`config.mk`:
```
export PLATFORM = sky130hd
export DESIGN_NAME = wpend_scoreboard
export DESIGN_NICKNAME = d
export VERILOG_FILES = /design/src/rtl/sb_pkg.sv /design/src/rtl/sb_sel_decode.sv /design/src/rtl/sb_bits.sv /design/src/rtl/sb_unit_track.sv /design/src/rtl/sb_probe.sv /design/src/rtl/wpend_scoreboard.sv
export SDC_FILE = /design/constraint.sdc
export NUM_CORES = 1
export LEC_CHECK = 0
export CORE_MARGIN = 10
export CORE_UTILIZATION = 35
export DETAILED_ROUTE_END_ITERATION = 8
export PLACE_DENSITY = 0.5
export SETUP_SLACK_MARGIN = 0.2
export SLEW_MARGIN = 20
export SYNTH_ARGS = -nofsm -noshare
export SYNTH_HDL_FRONTEND = slang
export SYNTH_SLANG_ARGS = --single-unit
export TNS_END_PERCENT = 5
```
`constraint.sdc`:
```
create_clock -name clk -period 4.4 [get_ports clk]
set_input_delay 0.88 -clock clk [delete_from_list [all_inputs] [get_ports clk]]
set_output_delay 0.88 -clock clk [all_outputs]
set_load 0.1 [all_outputs]
```
`src/rtl/sb_pkg.sv`:
```
// Shared types and helpers for the write-pending scoreboard.
// Assumes: register count is at least 2.
package sb_pkg;

    typedef enum logic {
        SEL_BINARY = 1'b0,
        SEL_ONEHOT = 1'b1
    } sel_mode_e;

    // Width of one register select for the chosen addressing mode
    function automatic int sel_width(sel_mode_e mode, int nregs);
        if (mode == SEL_ONEHOT) return nregs;
        return (nregs > 1) ? $clog2(nregs) : 1;
    endfunction

endpackage

```
`src/rtl/sb_sel_decode.sv`:
```
// Turns one register select into a per-register enable vector.
// Binary mode: a one shifted left by the register number.
// One-hot mode: the select is used as the enable directly.
// Assumes: binary values at or above NREGS produce an all-zero vector.
module sb_sel_decode
    import sb_pkg::*;
#(
    parameter int        NREGS    = 32,
    parameter sel_mode_e SEL_MODE = SEL_BINARY,
    parameter int        SELW     = 5
) (
    input  logic [SELW-1:0]  sel_i,
    input  logic             en_i,
    output logic [NREGS-1:0] vec_o
);

    generate
        if (SEL_MODE == SEL_ONEHOT) begin : g_onehot
            // One-hot select passes straight through, gated by enable
            always_comb begin
                vec_o = '0;
                for (int i = 0; i < NREGS; i++) begin
                    if (i < SELW) vec_o[i] = en_i & sel_i[i];
                end
            end
        end else begin : g_binary
            localparam logic [NREGS-1:0] ONE = NREGS'(1);
            // Binary select becomes a shifted single bit, gated by enable
            always_comb begin
                vec_o = en_i ? (ONE << sel_i) : '0;
            end
        end
    endgenerate

endmodule

```
`src/rtl/sb_bits.sv`:
```
// Storage of the pending-write bits. Clear has priority over set.
// Assumes: set and clear vectors are already OR-combined across units.
module sb_bits #(
    parameter int NREGS = 32
) (
    input  logic             clk,
    input  logic             rst_n,
    input  logic [NREGS-1:0] set_i,
    input  logic [NREGS-1:0] clr_i,
    output logic [NREGS-1:0] q_o
);

    // Update the bit vector: raise on set, lower on clear, clear wins
    always_ff @(posedge clk) begin
        if (!rst_n) q_o <= '0;
        else        q_o <= (q_o | set_i) & ~clr_i;
    end

endmodule

```
`src/rtl/sb_unit_track.sv`:
```
// Per-function-unit bookkeeping for the scoreboard.
// Latches destination and write intent at an accepted issue, produces the
// set vector at issue and the clear vector at write-back grant or at a
// completion that carries no valid result.
// Assumes: issue_ok is already qualified by the absence of a hazard.
module sb_unit_track
    import sb_pkg::*;
#(
    parameter int        NREGS    = 32,
    parameter sel_mode_e SEL_MODE = SEL_BINARY,
    parameter int        SELW     = 5,
    parameter bit        NOWR_CLR = 1'b1
) (
    input  logic             clk,
    input  logic             rst_n,
    input  logic             issue_ok_i,
    input  logic             wr_flag_i,
    input  logic [SELW-1:0]  dst_sel_i,
    input  logic             busy_i,
    input  logic             done_i,
    input  logic             res_ok_i,
    input  logic             grant_i,
    output logic [NREGS-1:0] set_o,
    output logic [NREGS-1:0] clr_o
);

    logic [NREGS-1:0] dst_now;
    logic [NREGS-1:0] dst_q;
    logic             wr_lat_q;
    logic             silent_done;

    sb_sel_decode #(
        .NREGS   (NREGS),
        .SEL_MODE(SEL_MODE),
        .SELW    (SELW)
    ) dst_dec_i (
        .sel_i(dst_sel_i),
        .en_i (1'b1),
        .vec_o(dst_now)
    );

    // Capture destination register at every accepted issue
    always_ff @(posedge clk) begin
        if (!rst_n)          dst_q <= '0;
        else if (issue_ok_i) dst_q <= dst_now;
    end

    // Write-intent latch: loaded at issue, dropped while the unit is idle
    always_ff @(posedge clk) begin
        if (!rst_n)          wr_lat_q <= 1'b0;
        else if (issue_ok_i) wr_lat_q <= wr_flag_i;
        else if (!busy_i)    wr_lat_q <= 1'b0;
    end

    // Completion that promised a write but will never deliver one
    always_comb begin
        silent_done = NOWR_CLR & done_i & wr_lat_q & ~res_ok_i;
    end

    // Set request at issue when the instruction writes a register
    always_comb begin
        set_o = (issue_ok_i & wr_flag_i) ? dst_now : '0;
    end

    // Clear request at write-back grant or silent completion
    always_comb begin
        clr_o = (grant_i | silent_done) ? dst_q : '0;
    end

endmodule

```
`src/rtl/sb_probe.sv`:
```
// One source-operand check of the scoreboard.
// Reports a hit when the selected register has a write outstanding, and
// stops probing once the consumer is busy and the operand was seen clear.
// Assumes: chk_busy stays high for the whole time the consumer executes.
module sb_probe
    import sb_pkg::*;
#(
    parameter int        NREGS    = 32,
    parameter sel_mode_e SEL_MODE = SEL_BINARY,
    parameter int        SELW     = 5
) (
    input  logic             clk,
    input  logic             rst_n,
    input  logic             en_i,
    input  logic [SELW-1:0]  sel_i,
    input  logic             busy_i,
    input  logic [NREGS-1:0] pend_i,
    output logic             hit_o
);

    logic [NREGS-1:0] sel_vec;
    logic             raw_hit;
    logic             stop_q;

    sb_sel_decode #(
        .NREGS   (NREGS),
        .SEL_MODE(SEL_MODE),
        .SELW    (SELW)
    ) src_dec_i (
        .sel_i(sel_i),
        .en_i (en_i),
        .vec_o(sel_vec)
    );

    // Masked pending bits of this operand, before the stop gate
    always_comb begin
        raw_hit = |(pend_i & sel_vec);
    end

    // Stop flag: set when busy and found clear, released when not busy
    always_ff @(posedge clk) begin
        if (!rst_n)       stop_q <= 1'b0;
        else if (!busy_i) stop_q <= 1'b0;
        else if (en_i && !raw_hit) stop_q <= 1'b1;
    end

    // Hazard from this operand only while it is still probing
    always_comb begin
        hit_o = raw_hit & ~stop_q;
    end

endmodule

```
`src/rtl/wpend_scoreboard.sv`:
```
// Top of the register write-pending scoreboard.
// Holds one pending bit per register, fed by per-unit trackers and read by
// per-operand probes. Set and clear requests of all units are OR-combined.
// Assumes: one instruction is checked per cycle; issue strobes of units are
// qualified here by the hazard output so a blocked issue has no effect.
module wpend_scoreboard
    import sb_pkg::*;
#(
    parameter int              NREGS      = 32,
    parameter int              NUNITS     = 4,
    parameter int              NSRC       = 3,
    parameter sel_mode_e       SEL_MODE   = SEL_BINARY,
    parameter logic [NUNITS-1:0] EXEMPT_MASK = 4'b1000,
    localparam int             SELW       = sel_width(SEL_MODE, NREGS)
) (
    input  logic                   clk,
    input  logic                   rst_n,
    input  logic [NUNITS-1:0]      iss_go,
    input  logic [NUNITS-1:0]      iss_wr,
    input  logic [NUNITS*SELW-1:0] iss_dst,
    input  logic [NUNITS-1:0]      unit_busy,
    input  logic [NUNITS-1:0]      unit_done,
    input  logic [NUNITS-1:0]      unit_res_ok,
    input  logic [NUNITS-1:0]      wb_grant,
    input  logic [NSRC-1:0]        chk_en,
    input  logic [NSRC*SELW-1:0]   chk_sel,
    input  logic                   chk_busy,
    output logic                   raw_hazard,
    output logic [NREGS-1:0]       pend_o
);

    logic [NREGS-1:0] unit_set [NUNITS];
    logic [NREGS-1:0] unit_clr [NUNITS];
    logic [NSRC-1:0]  src_hit;
    logic [NREGS-1:0] set_all;
    logic [NREGS-1:0] clr_all;
    logic [NUNITS-1:0] issue_ok;

    // Accept an issue only when no source operand is hazarded
    always_comb begin
        issue_ok = iss_go & {NUNITS{~raw_hazard}};
    end

    generate
        for (genvar u = 0; u < NUNITS; u++) begin : g_unit
            sb_unit_track #(
                .NREGS   (NREGS),
                .SEL_MODE(SEL_MODE),
                .SELW    (SELW),
                .NOWR_CLR(!EXEMPT_MASK[u])
            ) trk_i (
                .clk       (clk),
                .rst_n     (rst_n),
                .issue_ok_i(issue_ok[u]),
                .wr_flag_i (iss_wr[u]),
                .dst_sel_i (iss_dst[u*SELW +: SELW]),
                .busy_i    (unit_busy[u]),
                .done_i    (unit_done[u]),
                .res_ok_i  (unit_res_ok[u]),
                .grant_i   (wb_grant[u]),
                .set_o     (unit_set[u]),
                .clr_o     (unit_clr[u])
            );
        end

        for (genvar k = 0; k < NSRC; k++) begin : g_src
            sb_probe #(
                .NREGS   (NREGS),
                .SEL_MODE(SEL_MODE),
                .SELW    (SELW)
            ) prb_i (
                .clk   (clk),
                .rst_n (rst_n),
                .en_i  (chk_en[k]),
                .sel_i (chk_sel[k*SELW +: SELW]),
                .busy_i(chk_busy),
                .pend_i(pend_o),
                .hit_o (src_hit[k])
            );
        end
    endgenerate

    // OR-combine the set and clear requests of all units
    always_comb begin
        set_all = '0;
        clr_all = '0;
        for (int u = 0; u < NUNITS; u++) begin
            set_all = set_all | unit_set[u];
            clr_all = clr_all | unit_clr[u];
        end
    end

    // Hazard is the OR of all still-probing operand hits
    always_comb begin
        raw_hazard = |src_hit;
    end

    sb_bits #(
        .NREGS(NREGS)
    ) bits_i (
        .clk  (clk),
        .rst_n(rst_n),
        .set_i(set_all),
        .clr_i(clr_all),
        .q_o  (pend_o)
    );

endmodule

```
Word level (Yosys, flattened, before mapping)
Index checks and enable logic that the tools add are counted.
{ "totals": {"reg_bits": 166, "in_bits": 65, "output_inout_bits": 33, "word_cells": 85} }
{ "classes": {"n_eq_ne": 3, "shifts": 7, "muxes": 17, "n_bitwise": 36, "n_reduce_logical": 11} }
{ "ops": {"columns": ["op", "count"], "rows": [
  ["2-to-1 mux 32 bit", 11],
  ["OR 32 bit", 7],
  ["<< shifter 1 x 5 -> 32 bit, first input constant", 7],
  ["AND 32 bit", 4],
  ["OR reduction 32 bit", 3],
  ["NOT 32 bit", 1],
  ["AND 1 bit", 13],
  ["NOT 1 bit", 7],
  ["2-to-1 mux 1 bit", 6],
  ["inequality test 2 x 1 -> 1 bit, second input constant", 3],
  ["AND 4 bit", 1],
  ["logical AND 1 bit", 3],
  ["zero test 1 bit", 3],
  ["OR 1 bit", 3],
  ["OR reduction 3 bit", 1],
  ["AND reduction 2 bit", 1]
]} }

Depth between registers and ports, before layout
{ "depth": {"word_depth": 15, "depth_mapped": 11, "ltp_nobuf": 7} }

By module
A second synthesis with hierarchy kept.
{ "hier_totals": {"cells_unflattened": 1307, "hier_area_um2": 10921.7} }
{ "by_module_without_submodules": {"columns": ["module", "n_inst", "cells_each", "area_per_inst_um2", "seq_area_each_um2"], "rows": [
  ["sb_unit_track at g_unit[0].trk_i ...", 3, 186, 1749.2, 660.6],
  ["sb_unit_track at g_unit[3].trk_i", 1, 177, 1717.9, 640.6],
  ["sb_sel_decode", 7, 47, 234.0, 0.0],
  ["sb_bits", 1, 99, 1184.9, 640.6],
  ["sb_probe", 3, 25, 203.9, 20.0],
  ["wpend_scoreboard", 1, 69, 521.8, 0.0]
]} }

Worst setup path before layout
OpenSTA, ideal clock, no wires.
{ "synth_path": {"kind": "input port to output port", "startpoint": "input chk_sel[1]", "endpoint": "output raw_hazard", "t_arrival_ps": 3109, "required_ps": 3520, "slack_ps": 411, "stages": 8, "path_buffers": 1, "cell_sequence": "buf_2 -> or4b_2 -> a21boi_0 -> nor4_1 -> a22oi_1 -> a2bb2oi_4 -> and2_0 -> inv_1"} }
{ "synth_via": {"elab_chain_len": 6} }
{ "synth_lines": {"columns": ["element", "line_no", "text"], "rows": [
  ["from (decl)", "wpend_scoreboard.sv:26", "input logic [NSRC*SELW-1:0] chk_sel,"],
  ["<< shifter 1 x 5 -> 32 bit", "sb_sel_decode.sv:30", "vec_o = en_i ? (ONE << sel_i) : '0;"],
  ["2-to-1 mux 32 bit", "sb_sel_decode.sv:30", null],
  ["AND 32 bit", "sb_probe.sv:37", "raw_hit = |(pend_i & sel_vec);"],
  ["OR reduction 32 bit", "sb_probe.sv:37", null],
  ["AND 1 bit", "sb_probe.sv:49", "hit_o = raw_hit & ~stop_q;"],
  ["OR reduction 3 bit", "wpend_scoreboard.sv:95", "raw_hazard = |src_hit;"],
  ["to (decl)", "wpend_scoreboard.sv:28", "output logic raw_hazard,"]
]} }
Every way passes these cells.

Worst setup path after layout
{ "layout_path": {"startpoint": "input chk_sel[8]", "endpoint": "output raw_hazard"} }
Same word-level chain as after synthesis.

==> PnR_summary.wiki <==
{| class="wikitable"
! Metric !! Value
|-
| Total DRC errors in the routed layout || 0
|-
| Area of the mapped netlist || 9730 um^2
|-
| Maximum level of the CTS H-tree || 4
|-
| Clock tree from TritonCTS || done
|-
| Worst Slack Setup Final || 311 ps
|-
| Slack of the worst reg-to-reg path || 1560 ps
|-
| Time the worst path needs with I/O delays and setup || 4090 ps
|-
| Total overflow reported by the global router || 0
|-
| Lkg Pwr || 4.30 nW
|-
| TritonRoute pass-1 iters || 6
|-
| Vias in the first global route || 9094
|-
| Number of slew-limit violations in the final report || 0
|-
| Tightest Pin Transition || 1190 ps
|-
| Core area || 27200 um^2
|-
| Setup_tns || 0 ps
|-
| Share of synthesized cell area in and, or, nand and nor gates || 0.293
|-
| Post-place setup slack || 304 ps
|-
| Synth Register Bits || 166
|-
| Fraction of layout cells with a size suffix above 1 || 0.0770
|-
| Post-DP HPWL || 26400 um
|-
| Number of buffers on the longest clock path || 2
|-
| Sinks on the clock net || 166
|-
| Routed length per instance || 22.0 um
|-
| Prevailing post-synth register cell || sky130_fd_sc_hd__dfxtp_1
|-
| Top delay family on crit path || compound AO/OA/AOI/OAI gates
|-
| Buffers & Inverters on Critical Path || 3
|-
| First-pass GRT wire length || 57000 um
|-
| Total length of routed wires || 37300 um
|-
| Max_cap viols || 0
|-
| Clock-pin slew of the registers on the worst-case setup and hold paths || 80 ps
|-
| Fraction of the mapped netlist area in compound gates || 0.133
|-
| Worst path required time || 3520 ps
|-
| Largest net degree at the start of global routing || 74
|-
| Overall global routing resource usage || 0.208
|-
| RR Endpoint || g_unit[0].trk_i.dst_q[31]
|-
| Synthesized net count || 1326
|-
| Vias per cell || 5.58
|-
| Count of filler cells inserted in the layout || 2845
|-
| IO Pins || 98
|-
| Area added between synthesis and finish || 19.5%
|-
| Maximum resistive drop on vdd || 0.176 mV
|-
| Detailed router's first-iteration violation count || 899
|-
| Post-synthesis cell count || 1261
|-
| TritonCTS Buffers || 17
|-
| Adder and majority cell fraction of the synthesized area || 0
|-
| Slew margin rel. || 0.204
|-
| Antenna Nets Post-Route || 0
|-
| Cell with the largest stage delay on the worst path || sky130_fd_sc_hd__clkdlybuf4s50_1
|-
| CP Depth || 9
|-
| Worst hold path class || reg2reg
|-
| Type of the setup path with the least slack || in2out
|-
| Crit path launch type || primary input
|-
| Number of library cell types mapped by synthesis || 61
|-
| Mean Syn Cell Area || 7.72 um^2
|-
| Leading area contributor after synthesis || sky130_fd_sc_hd__dfxtp_1
|-
| Crit path arrival time || 3210 ps
|-
| Dominant combinational cell family by area after synthesis || simple AND/OR/NAND/NOR gates
|-
| Ys Warns || 0
|-
| Number of antenna violations at the first check in global routing || 1
|-
| Sequential-to-total area share from yosys stat || 0.341
|-
| Width of the die || 187 um
|-
| Setup repair after global routing missed its margin || no
|-
| Starting Density || 0.358
|-
| EDFF count, synth || 0
|-
| CP cell instances || clkdlybuf4s50_1 > and4b_1 > a311oi_1 > a211oi_1 > o32ai_2 > a2bb2oi_4 > and2_0 > inv_1 > buf_12
|-
| Final Hold Viols || 0
|-
| Cells taking the most area after synthesis || sky130_fd_sc_hd__dfxtp_1 (34%), sky130_fd_sc_hd__mux2i_1 (15%), sky130_fd_sc_hd__nand2_1 (14%)
|-
| Most frequent cells in the layout || sky130_fd_sc_hd__nand2_1 (356), sky130_fd_sc_hd__dfxtp_1 (166), sky130_fd_sc_hd__mux2i_1 (149)
|-
| Critical path peak fanout || 10
|-
| RePlAce Congestion || 0.937
|-
| CTS Hold Bufs || 0
|-
| Register-to-Register Path Depth || 10
|-
| Power density of the placed cells || 314 nW/um^2
|-
| CTS root buf || sky130_fd_sc_hd__clkbuf_16
|-
| Port-buffer cells || 94
|-
| Net total in the final layout || 1376
|-
| Multiplexer share of the synthesized area || 0.166
|-
| Leading cell type in the layout, fill and taps excluded || sky130_fd_sc_hd__nand2_1
|-
| Worst R2R Start || bits_i.q_o[1]
|-
| Status || complete, no violations
|-
| Post-Route Skew || 20.5 ps
|-
| Endpoint of the worst hold path || g_unit[1].trk_i.dst_q[16]
|-
| Number of stages on the worst hold path || 2
|-
| Fraction of registers with async set or reset after synthesis || 0
|-
| Setup violators final || 0
|-
| Standard-cell row count || 60
|-
| Xor and xnor fraction of the mapped netlist area || 0
|-
| Routed via count || 9476
|-
| Post-route clock period utilization || 0.929
|-
| Share of the synthesized area in the top cell type || 0.341
|-
| Critical hold path startpoint || g_unit[1].trk_i.dst_q[16]
|-
| Later-pin clock latency in the skew report || 450 ps
|-
| Die area || 34900 um^2
|-
| CP endpoint kind || output pin
|-
| Chip height || 187 um
|-
| Delay of the slowest cell on the worst path || 630 ps
|-
| Highest attainable clock frequency || 0.245 GHz
|}
-- where the power goes --
group	internal [W]	switching, W	leakage, nW
Clock	0.000758	0.000740	0.285
Sequential	0.00152	0.0000218	1.34
Combinational	0.000216	0.000401	2.68
Total	0.00249	0.00116	4.30
-- cells in the mapped netlist, types with 4 or more instances --
master and n:
sky130_fd_sc_hd__nand4_1 38, sky130_fd_sc_hd__mux2_2 8, sky130_fd_sc_hd__nand3_4 4, sky130_fd_sc_hd__nor3b_1 15, sky130_fd_sc_hd__nand3b_1 12, sky130_fd_sc_hd__clkbuf_1 63, sky130_fd_sc_hd__nand2_1 356, sky130_fd_sc_hd__buf_2 18
sky130_fd_sc_hd__buf_6 12, sky130_fd_sc_hd__o21bai_1 4, sky130_fd_sc_hd__inv_1 36, sky130_fd_sc_hd__and2_1 4, sky130_fd_sc_hd__a21oi_1 10, sky130_fd_sc_hd__a211oi_1 4, sky130_fd_sc_hd__and3b_1 5, sky130_fd_sc_hd__buf_1 12
sky130_fd_sc_hd__nor2_1 64, sky130_fd_sc_hd__o22ai_1 33, sky130_fd_sc_hd__o31ai_1 4, sky130_fd_sc_hd__a221oi_1 31, sky130_fd_sc_hd__a31oi_1 4, sky130_fd_sc_hd__and3_1 10, sky130_fd_sc_hd__nand3_1 51, sky130_fd_sc_hd__o21ai_0 32
sky130_fd_sc_hd__nand2b_1 9, sky130_fd_sc_hd__nor3_1 12, sky130_fd_sc_hd__mux2i_1 149, sky130_fd_sc_hd__dfxtp_1 166, sky130_fd_sc_hd__nor2b_1 15, sky130_fd_sc_hd__a22oi_1 35
-- area by class of cell --
type / instances / area, um^2 / area share
sequential: 166 / 3320 / 0.286
inverter: 36 / 135 / 0.0116
clock buffer: 17 / 425 / 0.0366
multi-input combinational: 953 / 5780 / 0.497
tap: 372 / 465 / 0.0400
clock inverter: 15 / 166 / 0.0143
timing repair buffer: 137 / 1340 / 0.115
antenna: 1 / 2.50 / 0.000215
-- per-layer routing --
layer / routed length [um] / track usage
met1: 17300 / 0.279
met4: 864 / 0.0642
met2: 16400 / 0.323
met5: 0 / 0
met3: 2700 / 0.0458
-- state kept, by name, indices dropped and copies added (netlist names) --
signal	count
bits_i.q_o	32
g_src.prb_i.stop_q	3
g_unit.trk_i.dst_q	128
g_unit.trk_i.wr_lat_q	3
-- through the flow --
| step | std cells | cell area, um^2 | hold WS (ps) | total power (W) | util |
|---|---|---|---|---|---|
| after floorplan | 1261 | 9730 | 428 | 0.00197 | - |
| final | 1697 | 11600 | 461 | 0.00366 | 0.428 |
| after detailed placement | 1664 | 11000 | 451 | 0.00219 | 0.406 |
| after global placement | 1664 | 11000 | 445 | 0.00219 | 0.406 |
| after CTS | 1696 | 11600 | 462 | 0.00368 | 0.428 |
| after global routing | 1697 | 11600 | 475 | 0.00378 | 0.428 |
-- cells by family after synthesis --
kind of cell           count (synthesis)
AOI/OAI and AO/OA                    180
buffers and inverters                142
DFF                                  166
muxes                                159
and+or+nand+nor                      614
-- how the worst max path moves through the flow --
stage / startpoint / endpoint
floorplan: chk_sel[1] / raw_hazard
global placement: chk_sel[7] / raw_hazard
detailed placement: chk_sel[7] / raw_hazard
CTS: chk_sel[7] / raw_hazard
global route: chk_sel[8] / raw_hazard
finish: chk_sel[8] / raw_hazard
-- worst register-to-register path, delay by kind of cell, from the launching register on --
family / cells / cell delay, ps
flip-flops: 1 / 470
AND/OR/NAND/NOR: 3 / 860
buffers and inverters: 3 / 810
AO/OA/AOI/OAI: 3 / 380
multiplexers: 1 / 250
-- timing repair --
item                       in CTS  in global routing
resized for setup               0                  3
setup buffers                   0                  0
setup endpoints to repair       0                  1
Power figures use the tool's default switching activity.
